==> src/rtl/ssf_master.sv <==
module ssf_master #(
  parameter int DATA_W     = 8,
  parameter int CLK_DIV    = 2,
  parameter int FIFO_DEPTH = 4
) (
  input  logic              clk,
  input  logic              rst_n,
  input  logic              merge_en,
  input  logic              free_run,
  input  logic              wr_valid,
  input  logic [DATA_W-1:0] wr_data,
  output logic              wr_ready,
  output logic              sclk,
  output logic              fss,
  output logic              mosi,
  input  logic              miso,
  output logic              rx_valid,
  output logic [DATA_W-1:0] rx_data
);
  localparam int DIV_W = (CLK_DIV > 1) ? $clog2(CLK_DIV) : 1;
  localparam int AW    = $clog2(FIFO_DEPTH);
  localparam int BIT_W = $clog2(DATA_W);

  typedef enum logic [1:0] {S_IDLE, S_SYNC, S_DATA} st_t;

  st_t               st;
  logic [DIV_W-1:0]  cnt;
  logic              hi;
  logic [BIT_W-1:0]  bitc;
  logic [DATA_W-1:0] sh, rsh;
  logic [DATA_W-1:0] mem [FIFO_DEPTH];
  logic [AW:0]       wp, rp;
  logic [AW:0]       fill;
  logic              tick, pstart, fall, empty, push, pop, last, active;

  assign tick   = cnt == DIV_W'(CLK_DIV - 1);
  assign pstart = tick & ~hi;
  assign fall   = tick & hi;
  assign fill   = wp - rp;
  assign empty  = fill == '0;
  assign wr_ready = fill != (AW+1)'(FIFO_DEPTH);
  assign push   = wr_valid & wr_ready;
  assign last   = bitc == '0;
  assign pop    = pstart & ~empty & (st == S_IDLE || (st == S_DATA && last));
  assign active = st != S_IDLE;

  assign sclk = (active | free_run) & hi;
  assign fss  = st == S_SYNC;
  assign mosi = (st == S_DATA) & sh[DATA_W-1];

  always_ff @(posedge clk or negedge rst_n)
    if (!rst_n) begin
      cnt <= '0;
      hi  <= 1'b0;
    end else begin
      cnt <= tick ? '0 : cnt + 1'b1;
      if (tick) hi <= ~hi;
    end

  always_ff @(posedge clk)
    if (push) mem[wp[AW-1:0]] <= wr_data;

  always_ff @(posedge clk or negedge rst_n)
    if (!rst_n) begin
      wp <= '0;
      rp <= '0;
    end else begin
      if (push) wp <= wp + 1'b1;
      if (pop)  rp <= rp + 1'b1;
    end

  always_ff @(posedge clk or negedge rst_n)
    if (!rst_n) begin
      st   <= S_IDLE;
      bitc <= '0;
      sh   <= '0;
    end else if (pstart) begin
      case (st)
        S_IDLE:
          if (!empty) begin
            sh <= mem[rp[AW-1:0]];
            st <= S_SYNC;
          end
        S_SYNC: begin
          st   <= S_DATA;
          bitc <= BIT_W'(DATA_W - 1);
        end
        default:
          if (last) begin
            if (!empty) begin
              sh   <= mem[rp[AW-1:0]];
              bitc <= BIT_W'(DATA_W - 1);
              st   <= merge_en ? S_DATA : S_SYNC;
            end else begin
              st <= S_IDLE;
            end
          end else begin
            bitc <= bitc - 1'b1;
            sh   <= sh << 1;
          end
      endcase
    end

  always_ff @(posedge clk or negedge rst_n)
    if (!rst_n) begin
      rsh      <= '0;
      rx_data  <= '0;
      rx_valid <= 1'b0;
    end else begin
      rx_valid <= 1'b0;
      if (fall && st == S_DATA) begin
        rsh <= {rsh[DATA_W-2:0], miso};
        if (last) begin
          rx_data  <= {rsh[DATA_W-2:0], miso};
          rx_valid <= 1'b1;
        end
      end
    end
endmodule

==> config.mk <==
export PLATFORM = sky130hd
export DESIGN_NAME = ssf_master
export DESIGN_NICKNAME = d
export VERILOG_FILES = /design/src/rtl/ssf_master.sv
export SDC_FILE = /design/constraint.sdc
export NUM_CORES = 1
export LEC_CHECK = 0
export ABC_AREA = 1
export BUFFER_PORTS_ARGS = -buffer_cell sky130_fd_sc_hd__buf_2
export CORE_ASPECT_RATIO = 0.5
export CORE_MARGIN = 3
export CORE_UTILIZATION = 59
export CTS_BUF_LIST = sky130_fd_sc_hd__clkbuf_8
export CTS_CLUSTER_SIZE = 10
export DETAILED_ROUTE_END_ITERATION = 10
export MAX_ROUTING_LAYER = met4
export PLACE_DENSITY = 0.79
export SYNTH_ARGS = -nofsm -noshare
export SYNTH_HDL_FRONTEND = slang
export SYNTH_SLANG_ARGS = --single-unit
export TNS_END_PERCENT = 10
==> constraint.sdc <==
create_clock -name clk -period 6.5 [get_ports clk]
set_input_delay 0 -clock clk [delete_from_list [all_inputs] [get_ports clk]]
set_output_delay 0 -clock clk [all_outputs]
set_load 0.03 [all_outputs]
# ---- After elaboration in Yosys (flattened, before gate mapping)
# Memories as Yosys holds them, arrays and structs flattened.
# Index checks and enable logic that the tools add are counted.
dict set report classes {
  multipliers 0
  n_mux 16
  shift 0
  bitwise_logic 12
  magnitude_cmp 0
  n_div 0
  reduce_logical 12
  eq_ne 5
  n_addsub 5
}
# op n
set op_table {}
lappend op_table {{8-bit two-way mux} 2}
lappend op_table {{8-bit case mux with 2 select lines} 1}
lappend op_table {{2-bit two-way mux} 4}
lappend op_table {{1-bit AND} 7}
lappend op_table {{3-bit by 1-bit adder with 3-bit output (second input constant)} 2}
lappend op_table {{3-bit logical NOT} 2}
lappend op_table {{3-bit two-way mux} 2}
lappend op_table {{3-bit != test (second input constant)} 2}
lappend op_table {{3-bit case mux with 2 select lines} 1}
lappend op_table {{3-bit AND reduction} 2}
lappend op_table {{1-bit two-way mux} 5}
lappend op_table {{1-bit NOT} 4}
lappend op_table {{2-bit case mux with 2 select lines} 1}
lappend op_table {{2-bit AND reduction} 2}
lappend op_table {{3-bit nonzero test} 1}
lappend op_table {{3-bit by 1-bit subtractor with 3-bit output (second input constant)} 1}
lappend op_table {{3-bit subtractor} 1}
lappend op_table {{2-bit by 1-bit equality test with 1-bit output (second input constant)} 1}
lappend op_table {{2-bit equality test (second input constant)} 1}
lappend op_table {{1-bit logical AND} 2}
lappend op_table {{2-bit logical NOT} 1}
lappend op_table {{2-bit != test (second input constant)} 1}
lappend op_table {{2-bit nonzero test} 1}
lappend op_table {{1-bit adder (second input constant)} 1}
lappend op_table {{other kinds (2)} 2}
dict set report totals {
  mem_count 1
  ff_bits 37
  romBits 0
  word_cells 61
  out_inout_bits 13
  latchBits 0
  input_bits 14
  ramBits 32
}
# memory words word_bits rd rd_clocked_by_memory_dff write_ports line_no
set mem_list {}
lappend mem_list {mem 4 8 1 0 1 31} ;# logic [DATA_W-1:0] mem [FIFO_DEPTH];

# ---- Depth between registers and ports, before layout
# Gate-level depths: netlist of the first run.
dict set report logic_depth {
  word_depth 5
  ltp_mapped 13
  depth_no_buf 12
}

# ---- Worst setup path after synthesis of the first run
# No wires, ideal clock.
dict set report synth_path {
  kind {flip-flop to flip-flop}
  from {reg rp[1]}
  to {mem mem[0][0] (enable)}
  setup_time_ps 371
  t_required_ps 6129
  arrival_ps 2115
  n_path_buf 1
  path_stages_with_launch 11
  setup_slack_ps 4015
  cell_sequence {dfrtp_1 buf_2 clkinv_1 ha_1 nand2_1 nand2_1 nand2_1 nand2_1 nand2_1 nand2_2 nor2_1}
}
dict set report synth_via {
  elab_chain_len 5
}
# element line_no
set synth_lines {}
lappend synth_lines {{start: declaration} 32} ;# logic [AW:0] wp, rp;
lappend synth_lines {{start signal: assignment} 69} ;# if (pop) rp <= rp + 1'b1;
lappend synth_lines {{3-bit subtractor} 39} ;# assign fill = wp - rp;
lappend synth_lines {{3-bit != test} 41} ;# assign wr_ready = fill != (AW+1)'(FIFO_DEPTH);
lappend synth_lines {{via wr_ready} 12} ;# output logic wr_ready,
lappend synth_lines {{1-bit AND} 42} ;# assign push = wr_valid & wr_ready;
lappend synth_lines {{1-bit two-way mux} 61} ;# if (push) mem[wp[AW-1:0]] <= wr_data;
lappend synth_lines {{1-bit two-way mux (not written as such)} 61}
lappend synth_lines {{end: declaration} 31}
# The timed path passes the listed nets, and every way through them passes these cells.

# ---- Final worst setup path of the first run
dict set report layout_path {
  from {reg rp[1]}
  to {mem mem[0][4] (enable)}
}
dict set report layout_via {
  elab_chain_len 5
}
# element line_no
set layout_lines {}
lappend layout_lines {{3-bit subtractor} 39}
lappend layout_lines {{3-bit != test} 41}
lappend layout_lines {{1-bit AND} 42}
lappend layout_lines {{1-bit two-way mux} 61}
lappend layout_lines {{1-bit two-way mux (not written as such)} 61}
# No other way between the ends.

==> results of run 1 <==
[cell usage in the layout, fill, tap and decap left out, drive strengths merged, types with 2 or more instances in the layout]
cell	instances
buf	26
xnor2	2
ha	9
nand4	2
o21ai	23
nand3	27
nor2	19
edfxtp	32
nand2	128
dfrtp	37
clkinv	4
inv	55
clkbuf	9
dlygate4sd3	11
xor2	2
clkinvlp	2
a21oi	5
[worst min path at each step]
stage | cells after the start | slack, ns | end
after floorplan | 0 | -0.30 | bitc[0]
after global placement | 1 | 0.14 | rx_data[2]
after detailed placement | 1 | 0.15 | rx_data[1]
after CTS | 3 | 0.04 | wp[0]
after global routing | 3 | 0.06 | wp[0]
final | 3 | 0.05 | wp[0]
[critical path: stages, from the launching register on]
cell      delay [ns]
dfrtp_1         0.55
clkinv_1        0.31
ha_1            0.39
nand2_1         0.08
nand2_1         0.05
nand2_1         0.12
nand2_1         0.07
nand2_1         0.09
nand2_2         0.14
nor2_1          0.53
[final cells by class]
class	count	area, µm²
sequential	69	1890
fill	357	1390
multi-input combinational	220	1060
timing repair buffer	37	240
inverter	55	206
clock buffer	9	124
tap	70	87.6
clock inverter	7	72.6
[flip-flops by register name (all words and copies together) (netlist names), 2 cells and up]
| signal | count |
|---|---|
| bitc | 3 |
| mem | 32 |
| st | 2 |
| wp | 3 |
| rp | 3 |
| rx_data | 8 |
| sh | 8 |
| rsh | 7 |
[stage by stage]
| step | area [µm²] | hold slack (ns) | power [µW] |
|---|---|---|---|
| floorplan | 3200 | -0.296 | 1280 |
| global placement | 3370 | 0.138 | 1400 |
| detailed placement | 3370 | 0.146 | 1450 |
| CTS | 3680 | 0.0359 | 1810 |
| global route | 3680 | 0.0644 | 1960 |
| finish | 3680 | 0.0513 | 1800 |
[power by group through the flow]
stage / clock network (µW) / registers [µW] / logic (µW)
floorplan: 0 / 678 / 599
global placement: 0 / 688 / 708
detailed placement: 0 / 697 / 750
CTS: 352 / 689 / 765
global route: 375 / 704 / 877
finish: 349 / 690 / 765
[kinds of logic after synthesis]
group                      count (synthesis)  synth area share (%)
adders and majority gates                  9                  3.52
xor gates and xnor gates                   4                  1.10
buffers and inverters                     63                  7.90
and+or+nand+nor                          177                  23.0
DFF                                       69                  59.0
AOI/OAI and AO/OA                         30                  5.51
[metal layers]
metal  vias to the layer above  part of all wire, %  global-route usage (%)  wire, µm
met5                         -                    0                       -         0
met4                         0                  1.2                    6.49        74
met2                        74                   46                    34.1      2910
met3                         9                  6.8                    8.34       430
li1                       1182                    -                       -         -
met1                      1101                   46                    28.5      2940
[synth_stat cells (all sizes together)]
cell type,instances,area (µm²)
a21oi,5,25.0
nand4,2,12.5
o22ai,1,6.26
nand2,128,493
nor3,1,16.3
ha,9,113
dfrtp,37,926
clkinv,2,7.51
xnor2,2,17.5
nor2,19,73.8
xor2,2,17.5
clkbuf,1,3.75
buf,7,42.5
nand3,27,140
inv,53,199
o21ai,23,138
o21a,1,7.51
edfxtp,32,961
==> results.ini, run 1 <==
[floorplanning]
start_util_pct=63.1
num_rows=18
ioPinCount=27
die_h_um=58.1
die_area_um2=6400
die_w_um=110
fp.coreArea_um2=5070

[worst_setup_path]
cp-startpoint=rp[1]
ff2ff_setup_slack_ns=3.81
r2r_end=mem[0][4]
crit_fanout=11
reg2reg_depth=9
critPathKind=flop to flop
end_kind=flop
crit_arrival_ns=2.67
cp-start-kind=flop
required_ns=6.48
crit_path_end=mem[0][4]
regToRegStartpoint=rp[1]

[synthesis]
ys_warn_count=0
ys_seq_area_share_pct=59.0
synth.cell_area_um2=3200
synth.distinct_cells=24
synthCells=352
synth_area_per_cell_um2=9.09
synth_seq_cells=69
postSynthNetCount=375

[power]
p_clk_share_pct=19.3
ir_drop_mv=0.239
p_leak_uw=0.00185
power.switching_uw=779
p_int_uw=1020
p_comb_share_pct=42.4
swShare_pct=43.2
p_seq_share_pct=38.3
p_per_area_nw_per_um2=490

[global_routing]
grtUsageTotal_pct=22.5
grt_max_degree=38
grt_pass1_vias=2219
antenna_found_initial=0
grt_pass1_wl_mm=10.3
grt_overflow=0

[routing]
vias_per_cell=5.07
drt_iter0_drc=138
ant_nets=0
avgRoutedWirePerCell_um=13.6
drc=0
num_vias=2366
first_pass_iters=4
wirelength_mm=6.35

[timing]
slew_headroom_pct=44.9
rsz0062_at_grt=no
fin_crit_ns=2.69
clock_skew_ns=0.00964
hold_viol_final=0
setup_tns_ns=0
finalMaxSlewViolations=0
layout_setup_ws_ns=3.81
period_share_pct=41.3
max_freq_mhz=372
worst_pin_slew_ns=0.826
setup_viol=0

[clocking]
post_cts_hold_buffer_count=11
cts_tree=yes
clock-sinks=69
htreeDepth=3
postCtsResizedCells=0
numCtsBuffers=9
clkTransAtPathRegs_ns=0.08
cts_root_buffer=clkbuf_8
clock_path_buffers=2
cts_setup_buffers=0
clk_latency_ns=0.35

[cells_and_area]
fin_util_pct=72.6
fin_nets=415
area_growth_pct=14.9
num_antenna_cells=0
stdcell_count=467
drive_above_1_share_pct=13.6

[min_path]
hold_class=primary input to flop
min_from=wr_valid

[place]
io_buffers=26
hpwl_mm=4.53
dp_cells=440
place_ws_ns=3.87
gp_congestion=0.933

[job]
cap_violations=0

[run_status]
run_status=finished clean

(Power assumes the default switching activity.)
==> inputs of run 2 (changes only) <==
--- a/config.mk
+++ b/config.mk
@@ -9,12 +9,12 @@
 export BUFFER_PORTS_ARGS = -buffer_cell sky130_fd_sc_hd__buf_2
 export CORE_ASPECT_RATIO = 0.5
 export CORE_MARGIN = 3
-export CORE_UTILIZATION = 59
+export CORE_UTILIZATION = 56
 export CTS_BUF_LIST = sky130_fd_sc_hd__clkbuf_8
 export CTS_CLUSTER_SIZE = 10
 export DETAILED_ROUTE_END_ITERATION = 10
 export MAX_ROUTING_LAYER = met4
-export PLACE_DENSITY = 0.79
+export PLACE_DENSITY = 0.78
 export SYNTH_ARGS = -nofsm -noshare
 export SYNTH_HDL_FRONTEND = slang
 export SYNTH_SLANG_ARGS = --single-unit
==> constraint.sdc (replaced) <==
create_clock -name clk -period 2.2 [get_ports clk]
set_input_delay 0 -clock clk [delete_from_list [all_inputs] [get_ports clk]]
set_output_delay 0 -clock clk [all_outputs]
set_load 0.03 [all_outputs]
==> run 2 against run 1 <==
Against the previous run:
- sequential share of layout area is 1.3 points lower
- first-iteration DRC count is 49% higher
- via count is 1.9% lower
- register-to-register slack worse by 3.5 ns
- clock power grew to 3.2 times the previous value
- design area is 2.6% higher
- global-route usage is 1.5 points lower
- non-clock buffer count is 4 higher
- worst setup slack worse by 3.5 ns
- combinational power grew to 3.1 times the previous value
- count of clock-buffer cells in the layout stayed put
- routed wire length is 7.4% lower
==> results.ini, run 2 (synthesis results as in run 1) <==
[place]
gp_congestion=0.780
io_buffers=26
placed_area_um2=3440
hpwl_mm=4.14

[floorplanning]
ioPinCount=27
num_rows=18
fp.coreArea_um2=5200
die_area_um2=6710
die_w_um=113
die_h_um=59.4
start_util_pct=61.5

[worst_setup_path]
crit_arrival_ns=2.16
end_kind=flop
r2r_end=sh[1]
reg2reg_depth=11
required_ns=2.46
crit_fanout=11
regToRegStartpoint=wp[0]
ff2ff_setup_slack_ns=0.30
critPathKind=flop to flop
cp-start-kind=flop

[power]
p_leak_uw=0.00188
p_comb_share_pct=43.7
p_int_uw=3200
swShare_pct=41.8
p_per_area_nw_per_um2=1460
power.switching_uw=2290
ir_drop_mv=0.877
p_seq_share_pct=35.6
total_power_uw=5490
p_clk_share_pct=20.6

[timing]
period_share_pct=86.3
worst_pin_slew_ns=0.798
setup_viol=0
clock_skew_ns=0.00911
setup_tns_ns=0
slew_headroom_pct=46.8
finalMaxSlewViolations=0
hold_viol_final=0
max_freq_mhz=527
rsz0062_at_grt=no
fin_crit_ns=1.90
hold_slack_ns=0.0611

[routing]
avgRoutedWirePerCell_um=12.5
dr_wl_met3_um=418
wirelength_mm=5.89
drt_iter0_drc=206
num_vias=2322
ant_nets=0
first_pass_iters=4
highest_layer=met4
drc=0
wl_met2_mm=2.52
vias_per_cell=4.93
wl_met1_mm=2.89

[min_path]
hold_depth=3
hold_class=primary input to flop
hold_end=wp[0]
min_from=wr_valid

[clocking]
cts_setup_buffers=0
clkTransAtPathRegs_ns=0.08
clk_latency_ns=0.36
htreeDepth=3
clock_path_buffers=2
cts_root_buffer=clkbuf_8
cts_tree=yes
clock-sinks=69
numCtsBuffers=9

[global_routing]
grt_max_degree=38
grtUsageTotal_pct=20.9
grt_pass1_wl_mm=10.2
grt_pass1_vias=2245
grt_overflow=0
antenna_found_initial=0

[cells_and_area]
fin_area_um2=3770
final_cell_mix=nand2_1, inv_1, dfrtp_1, edfxtp_1
multi_input_area_um2=1100
area_growth_pct=17.9
fin_nets=419
largest_register_ffs=32
num_antenna_cells=0
drive_above_1_share_pct=15.7
regArea_um2=1890
fin_util_pct=72.5
layout_commonest_cell=nand2_1
fill_cells=371

[job]
cap_violations=0

[run_status]
run_status=finished clean

-- run 2: stage by stage --
| stage | setup slack [ns] | instances |
|---|---|---|
| 6_report | 0.301 | 471 |
| 5_1_grt | 0.0675 | 471 |
| 4_1_cts | 0.274 | 471 |
| 3_5_place_dp | 0.289 | 444 |
| 3_3_place_gp | 0.382 | 444 |
| 2_1_floorplan | 0.0580 | 352 |
-- run 2: repair_timing --
action / CTS / global route
hold buffers: 11 / 0
resized for setup: 0 / 0
endpoints found under the hold margin: 73 / 0
-- run 2: metal layers --
layer  vias to the layer above  track usage [%]
met5                         -                -
met4                         0             6.68
met3                         7             8.26
met2                        60             31.1
met1                      1063             26.7
li1                       1192                -
-- run 2: area by class of cell --
cell class,count,area share [%]
well taps,70,2.32
repair buffers,41,7.17
flip-flops and latches,69,50.0
inverters,55,5.47
clock buffers,9,3.28
multi-input cells,220,29.1
clock inverters,7,2.62
-- run 2: worst max-delay path by stage --
stage               slack, ns  cells past startpoint  start        end
detailed placement       0.29                     11  wp[0]      sh[1]
CTS                      0.27                     11  wp[0]      sh[1]
global placement         0.38                      9  wp[1]      sh[1]
finish                   0.30                     11  wp[0]      sh[1]
global route             0.07                     11  wp[0]      sh[5]
floorplan                0.06                     10  rp[1]  mem[3][0]
-- run 2: worst max-delay path: stages (launching register included) --
cell and delay (ns):
dfrtp_1 0.41, inv_1 0.16, ha_1 0.17, inv_1 0.05
nand2_1 0.05, nand2_1 0.04, nand2_1 0.11, nand3_1 0.31
nand2_2 0.27, nand3_1 0.10, nand2_1 0.08, inv_1 0.04
-- run 2: power by group through the flow --
stage          sequential [µW]  combinational (µW)  clock (µW)
2_1_floorplan             2000                1840           0
3_3_place_gp              1960                2300           0
3_5_place_dp              1980                2390           0
4_1_cts                   1960                2420        1150
5_1_grt                   1990                2780        1220
6_report                  1960                2400        1130
